`config.mk`:
```
export PLATFORM = sky130hd
export DESIGN_NAME = reg_shifter
export DESIGN_NICKNAME = d
export VERILOG_FILES = /design/src/rtl/shf_pkg.sv /design/src/rtl/shf_amount_decode.sv /design/src/rtl/shf_rotator.sv /design/src/rtl/shf_carry_select.sv /design/src/rtl/reg_shifter.sv
export SDC_FILE = /design/constraint.sdc
export NUM_CORES = 1
export LEC_CHECK = 0
export BUFFER_PORTS_ARGS = -buffer_cell sky130_fd_sc_hd__buf_2
export CORE_MARGIN = 5
export CORE_UTILIZATION = 30
export DETAILED_ROUTE_END_ITERATION = 8
export PLACE_DENSITY = 0.57
export SYNTH_ARGS = -nofsm -noshare
export SYNTH_HDL_FRONTEND = slang
export SYNTH_SLANG_ARGS = --single-unit
export TNS_END_PERCENT = 20
```
`constraint.sdc`:
```
create_clock -name vclk -period 3.3
set_input_delay 0.165 -clock vclk [all_inputs]
set_output_delay 0.165 -clock vclk [all_outputs]
set_load 0.01 [all_outputs]
```
`src/rtl/shf_pkg.sv`:
```
package shf_pkg;
  typedef enum logic [1:0] {
    SK_LSL = 2'd0,
    SK_LSR = 2'd1,
    SK_ASR = 2'd2,
    SK_ROR = 2'd3
  } shift_kind_e;
endpackage

```
`src/rtl/shf_amount_decode.sv`:
```
module shf_amount_decode #(
  parameter int WIDTH = 32,
  parameter int AMT_W = 8,
  localparam int LOG_W = $clog2(WIDTH)
) (
  input  logic [AMT_W-1:0] amt,
  output logic             is_zero,
  output logic             is_full,
  output logic             is_over,
  output logic [LOG_W-1:0] low,
  output logic             low_zero
);
  localparam logic [AMT_W-1:0] FULL = AMT_W'(WIDTH);

  always_comb begin
    is_zero  = (amt == '0);
    is_full  = (amt == FULL);
    is_over  = (amt > FULL);
    low      = amt[LOG_W-1:0];
    low_zero = (amt[LOG_W-1:0] == '0);
  end
endmodule

```
`src/rtl/shf_rotator.sv`:
```
module shf_rotator #(
  parameter int WIDTH = 32,
  localparam int LOG_W = $clog2(WIDTH)
) (
  input  logic [WIDTH-1:0] din,
  input  logic [LOG_W-1:0] k,
  output logic [WIDTH-1:0] dout
);
  logic [WIDTH-1:0] stg [0:LOG_W];

  assign stg[0] = din;

  for (genvar s = 0; s < LOG_W; s++) begin : g_stage
    localparam int D = 1 << s;
    assign stg[s+1] = k[s] ? {stg[s][D-1:0], stg[s][WIDTH-1:D]} : stg[s];
  end

  assign dout = stg[LOG_W];
endmodule

```
`src/rtl/shf_carry_select.sv`:
```
module shf_carry_select
  import shf_pkg::*;
#(
  parameter int WIDTH = 32,
  localparam int LOG_W = $clog2(WIDTH)
) (
  input  logic [WIDTH-1:0] op,
  input  shift_kind_e      kind,
  input  logic             cin,
  input  logic             is_zero,
  input  logic             is_full,
  input  logic             is_over,
  input  logic             low_zero,
  input  logic [LOG_W-1:0] low,
  input  logic [LOG_W-1:0] left_k,
  output logic             cout
);
  logic [LOG_W-1:0] idx_right;
  assign idx_right = low - 1'b1;

  always_comb begin
    cout = 1'b0;
    if (is_zero) begin
      cout = cin;
    end else begin
      unique case (kind)
        SK_LSL: cout = is_over ? 1'b0 : (is_full ? op[0] : op[left_k]);
        SK_LSR: cout = is_over ? 1'b0 : (is_full ? op[WIDTH-1] : op[idx_right]);
        SK_ASR: cout = (is_over || is_full) ? op[WIDTH-1] : op[idx_right];
        SK_ROR: cout = low_zero ? op[WIDTH-1] : op[idx_right];
        default: cout = 1'b0;
      endcase
    end
  end
endmodule

```
`src/rtl/reg_shifter.sv`:
```
module reg_shifter
  import shf_pkg::*;
#(
  parameter int WIDTH = 32,
  parameter int REG_W = 32,
  parameter int AMT_W = 8,
  localparam int LOG_W = $clog2(WIDTH)
) (
  input  logic [WIDTH-1:0] op_in,
  input  logic [REG_W-1:0] amt_reg,
  input  logic [1:0]       shift_kind,
  input  logic             carry_in,
  output logic [WIDTH-1:0] result_out,
  output logic             carry_out
);
  logic [AMT_W-1:0] amt;
  logic             amt_unused_hi;
  logic             is_zero, is_full, is_over, low_zero;
  logic [LOG_W-1:0] low, left_k, rot_k;
  logic [WIDTH-1:0] rot, mask_lo, mask_hi, sign_fill;
  shift_kind_e      kind;

  assign amt           = amt_reg[AMT_W-1:0];
  assign amt_unused_hi = ^amt_reg[REG_W-1:AMT_W];
  assign kind          = shift_kind_e'(shift_kind);

  shf_amount_decode #(.WIDTH(WIDTH), .AMT_W(AMT_W)) u_dec (
    .amt(amt), .is_zero(is_zero), .is_full(is_full), .is_over(is_over),
    .low(low), .low_zero(low_zero)
  );

  // a left shift by n is a right rotation by (WIDTH - n) mod WIDTH
  assign left_k = '0 - low;
  assign rot_k  = (kind == SK_LSL) ? left_k : low;

  shf_rotator #(.WIDTH(WIDTH)) u_rot (
    .din(op_in), .k(rot_k), .dout(rot)
  );

  assign mask_lo   = {WIDTH{1'b1}} >> low;
  assign mask_hi   = {WIDTH{1'b1}} << low;
  assign sign_fill = {WIDTH{op_in[WIDTH-1]}};

  always_comb begin
    result_out = op_in;
    if (!is_zero) begin
      unique case (kind)
        SK_LSL: result_out = (is_full || is_over) ? '0 : (rot & mask_hi);
        SK_LSR: result_out = (is_full || is_over) ? '0 : (rot & mask_lo);
        SK_ASR: result_out = (is_full || is_over) ? sign_fill
                                                  : ((rot & mask_lo) | (sign_fill & ~mask_lo));
        SK_ROR: result_out = rot;
        default: result_out = op_in;
      endcase
    end
  end

  shf_carry_select #(.WIDTH(WIDTH)) u_cry (
    .op(op_in), .kind(kind), .cin(carry_in), .is_zero(is_zero),
    .is_full(is_full), .is_over(is_over), .low_zero(low_zero),
    .low(low), .left_k(left_k), .cout(carry_out)
  );
endmodule

```
* Word level (Yosys, flattened, before mapping)
Index checks and enable logic that the tools add are counted.
** Word-level totals
- Bits of input ports :: 67
- Flip-flop bits (word level) :: 0
- Word-level logic and storage cells :: 43
- Output and inout bits :: 33
** Cells by class
- Bitwise gates (word level) :: 5
- Add/subtract/negate cells :: 2
- Muxes and demuxes :: 23
- Equal/unequal tests :: 4
- Shifts and indexed selects :: 2
- Reductions and logical operators :: 4
- $lt $le $gt $ge :: 3
** Operator list (number)
- $mux W32 :: 9
- $pmux W32 S4 :: 1
- $and A32 B32 Y32 :: 3
- $not A32 Y32 :: 1
- $or A32 B32 Y32 :: 1
- $shl A32 B5 Y32 const A :: 1
- $shr A32 B5 Y32 const A :: 1
- $lt A5 B6 Y1 const B :: 2
- $bmux W1 S5 :: 2
- $mux W1 :: 9
- $eq A8 B6 Y1 const B :: 1
- $gt A8 B6 Y1 const B :: 1
- $logic_not A8 Y1 :: 1
- $logic_not A5 Y1 :: 1
- $mux W5 :: 1
- $sub A1 B5 Y5 const A :: 1
- $sub A5 B1 Y5 const B :: 1
- $eq A2 B2 Y1 const B :: 2
- $pmux W1 S4 :: 1
- $eq A2 B1 Y1 const B :: 1
- $logic_not A2 Y1 :: 1
- $logic_or A1 B1 Y1 :: 1

* Logic depth before layout (Yosys ltp)
- Word-level depth :: 12
- Mapped depth :: 13
- Depth with buffers taken out :: 10

* Cells and area by module
A second synthesis with hierarchy kept.
** Unflattened totals
- Cell total of the unflattened synthesis :: 472
- Area, all modules :: 4380.5 µm²
** By module, submodules not included
- shf_rotator :: times used 1, sequential area each 0.0 µm², area an instance 1949.4 µm², cells each 116
- reg_shifter :: times used 1, sequential area each 0.0 µm², area an instance 1671.6 µm², cells each 285
- shf_carry_select :: times used 1, sequential area each 0.0 µm², area an instance 668.1 µm², cells each 59
- shf_amount_decode :: times used 1, sequential area each 0.0 µm², area an instance 91.3 µm², cells each 12

* Worst setup path before layout
OpenSTA, ideal clock, no wires.
- Path type :: input to output
- Start point :: in amt_reg[0]
- End point :: out result_out[1]
- Setup slack :: -257 ps
- Arrival :: 3392 ps
- Required time :: 3135 ps
- Stages :: 11
- Cells stage by stage :: buf_6 > buf_2 > inv_1 > ha_1 > ha_1 > buf_2 > mux2i_2 > mux4_2 > mux4_2 > or3_1 > a32o_1
** On the way
- Cells in the longest elaborated chain, start to end :: 12
- Elaborated cells on any way between the ends :: 23
- Those cells by class :: add/sub (1); order compare (1); eq/ne (1); shift (2); mux (11); bitwise (5); reduce/logical (2)
** RTL lines
- start: declaration :: line reg_shifter.sv:10 : input logic [REG_W-1:0] amt_reg,
- $sub A1 B5 Y5 :: line reg_shifter.sv:33 : assign left_k = '0 - low;
- $mux W5 :: line reg_shifter.sv:34 : assign rot_k = (kind == SK_LSL) ? left_k : low;
- $mux W32 (5 in a row) :: line shf_rotator.sv:15 : assign stg[s+1] = k[s] ? {stg[s][D-1:0], stg[s][WIDTH-1:D]} : stg[s];
- $and A32 B32 Y32 :: line reg_shifter.sv:49, reg_shifter.sv:51
- $or A32 B32 Y32 :: line reg_shifter.sv:51 : : ((rot & mask_lo) | (sign_fill & ~mask_lo));
- $mux W32 :: line reg_shifter.sv:50 : SK_ASR: result_out = (is_full || is_over) ? sign_fill
- $pmux W32 S4 :: line reg_shifter.sv:47 : unique case (kind)
- $mux W32 (*) :: line reg_shifter.sv:46 : if (!is_zero) begin
- end: declaration :: line reg_shifter.sv:13 : output logic [WIDTH-1:0] result_out,
Mark *: on every way between the ends. The rest lies on a longest branch, timed or not.

* Final worst setup path
Same ends and word-level chain as after synthesis.

==> results.py <==
metrics = {
    "global_route": {
        "grt_pass1_wl_um": 28800,
        "grt_pass1_vias": 4738,
        "antenna_found_initial": 0,
        "overflow": 0,
        "grt_usage_pct": 21.9,
        "grt_max_degree": 60,
    },
    "route": {
        "detail-route-antenna-nets": 0,
        "firstDrtPassIters": 5,
        "route.detailed.drc": 0,
        "vias_per_cell": 6.43,
        "drt_wl_total_um": 18800,
        "dr_total_vias": 5021,
        "wl_per_cell_um": 24.1,
        "drtIter0Drc": 460,
    },
    "placed_design": {
        "postPlaceCellArea_um2": 4850,
        "routabilityCongestion": 1.00,
        "io_buffers": 76,
        "hpwl_um": 14600,
        "dp.cells": 781,
        "dp_slack_ps": 136,
    },
    "sta": {
        "slew_violations": 0,
        "worst_pin_slew_ps": 1110,
        "finalCriticalPeriod_ps": 3160,
        "worst_hold_slack_ps": 704,
        "min_period_over_period_pct": 95.6,
        "setup_tns_ps": 0,
        "clock.fmax_mhz": 317,
        "hold_viol": 0,
        "setup_ws_ps": 144,
        "slew-limit-headroom_pct": 26.3,
        "finalSetupViolations": 0,
        "grt_setup_unrepaired": "no",
    },
    "floorplanning": {
        "rows": 43,
        "dieArea_um2": 16500,
        "core_area_um2": 13800,
        "die_height_um": 128,
        "num_io_pins": 100,
        "die_x_um": 128,
        "start_util_pct": 30.4,
    },
    "power_and_ir_drop": {
        "power_density_nw_per_um2": 211,
        "p_clk_share_pct": 0,
        "p_sw_mw": 0.597,
        "ir_worst_vdd_mv": 0.0611,
        "leakagePower_nw": 2.03,
        "finalPower_mw": 1.02,
        "p_seq_share_pct": 0,
        "power_frac_comb_pct": 100.0,
        "switching_share_pct": 58.3,
        "p_int_mw": 0.426,
    },
    "critical_path": {
        "cp-start-kind": "input port",
        "required_ps": 3130,
        "worstPathArrival_ps": 2990,
        "crit_type": "input port to primary output",
        "end_kind": "primary output",
        "cp_max_fo": 17,
    },
    "final_layout": {
        "num_antenna_cells": 0,
        "final_cell_mix": "mux2i_1, buf_2, o21ai_0",
        "mostFrequentLayoutCell": "mux2i_1",
        "clockBufferCount": 0,
        "nets": 675,
        "fin_cells": 781,
        "drive_above_1_share_pct": 27.8,
        "final_cell_area_um2": 4850,
        "flops_and_latches": 0,
        "regArea_um2": 0,
        "finalCoreUtilization_pct": 35.1,
        "syn2layout_area_growth_pct": 15.4,
    },
    "synth": {
        "synth_area_um2": 4210,
        "seq_area_frac_synth_pct": 0,
        "synth_nets": 623,
        "synth_cells": 551,
        "yosysWarnings": 0,
        "ys_types": 51,
        "avgSynthCellArea_um2": 7.63,
    },
    "worst_hold_path": {
        "hp-class": "input port to primary output",
    },
    "cts": {
        "holdBufCountCts": 0,
    },
    "status": {
        "status": "finished, final reports clean",
    },
    "flow_run": {
        "maxCapViolations": 0,
    },
}
power groups by stage:
stage | clock network, mW | logic, mW | registers (mW)
6_report | 0 | 1.02 | 0
5_1_grt | 0 | 1.09 | 0
4_1_cts | 0 | 1.01 | 0
3_5_place_dp | 0 | 1.00 | 0
3_3_place_gp | 0 | 0.990 | 0
2_1_floorplan | 0 | 0.666 | 0
worst paths after layout:
path	cells past startpoint	endpoint	from	slack, ps
max	11	result_out[1]	amt_reg[0]	140
min	4	carry_out	carry_in	700
worst max-delay path: stages:
cell and delay (ps):
buf_2 110, inv_1 60, ha_1 220, ha_1 320, mux2i_4 240, buf_6 250, mux4_2 350, mux4_2 520
or3_1 360, a32o_1 240, buf_2 150
metal layers:
layer / vias up / track usage, % / part of all wire, %
met5: - / 0 / 0
met4: 0 / 6.24 / 3.4
met3: 49 / 2.41 / 8.3
met2: 318 / 37.0 / 48
met1: 2395 / 29.5 / 40
li1: 2259 / - / -
Yosys cell counts (2+ instances only):
master	n	area, µm²
clkbuf_1	30	113
nor4_1	2	12.5
a211o_1	3	26.3
nand2_1	51	191
mux4_2	40	901
o221ai_1	13	114
nor2_1	42	158
ha_1	5	62.6
nand4_1	6	37.5
a211oi_1	3	22.5
a31oi_1	9	56.3
a32o_1	2	20.0
o211ai_1	8	60.1
inv_1	9	33.8
buf_1	6	22.5
mux2_2	11	124
nor2b_1	8	50.1
nor3_1	9	45.0
o21ai_1	3	15.0
nand3_1	9	45.0
or3_1	5	31.3
clkinv_1	2	7.51
mux2i_1	101	1010
nand2b_1	5	31.3
o31ai_1	3	22.5
a221o_1	3	30.0
and2_1	2	12.5
a21o_1	2	15.0
xnor2_1	2	17.5
a22oi_1	15	113
a21oi_1	48	240
buf_2	17	85.1
o22ai_1	3	18.8
o21ai_0	56	280
a2bb2oi_1	2	17.5
area by class of cell:
type | instances | area (µm²)
Fill cell | 1456 | 8970
Timing Repair Buffer | 104 | 623
Tap cell | 180 | 225
Multi-Input combinational cell | 486 | 3960
Inverter | 11 | 41.3
kinds of logic after synthesis:
kind of cell / count (synthesis) / share of synthesized area, %
AOI/OAI and AO/OA: 181 / 26.8
muxes: 154 / 49.3
and+or+nand+nor: 142 / 15.1
buffers and inverters: 65 / 6.48
adders and majority gates: 6 / 1.73
xor gates and xnor gates: 3 / 0.625
what timing repair did:
action,4_1_cts,5_1_grt
setup buffers,0,0
hold endpoints to repair,0,0
gates resized for setup,0,2
setup endpoints to repair,0,2
(Power assumes the default switching activity.)
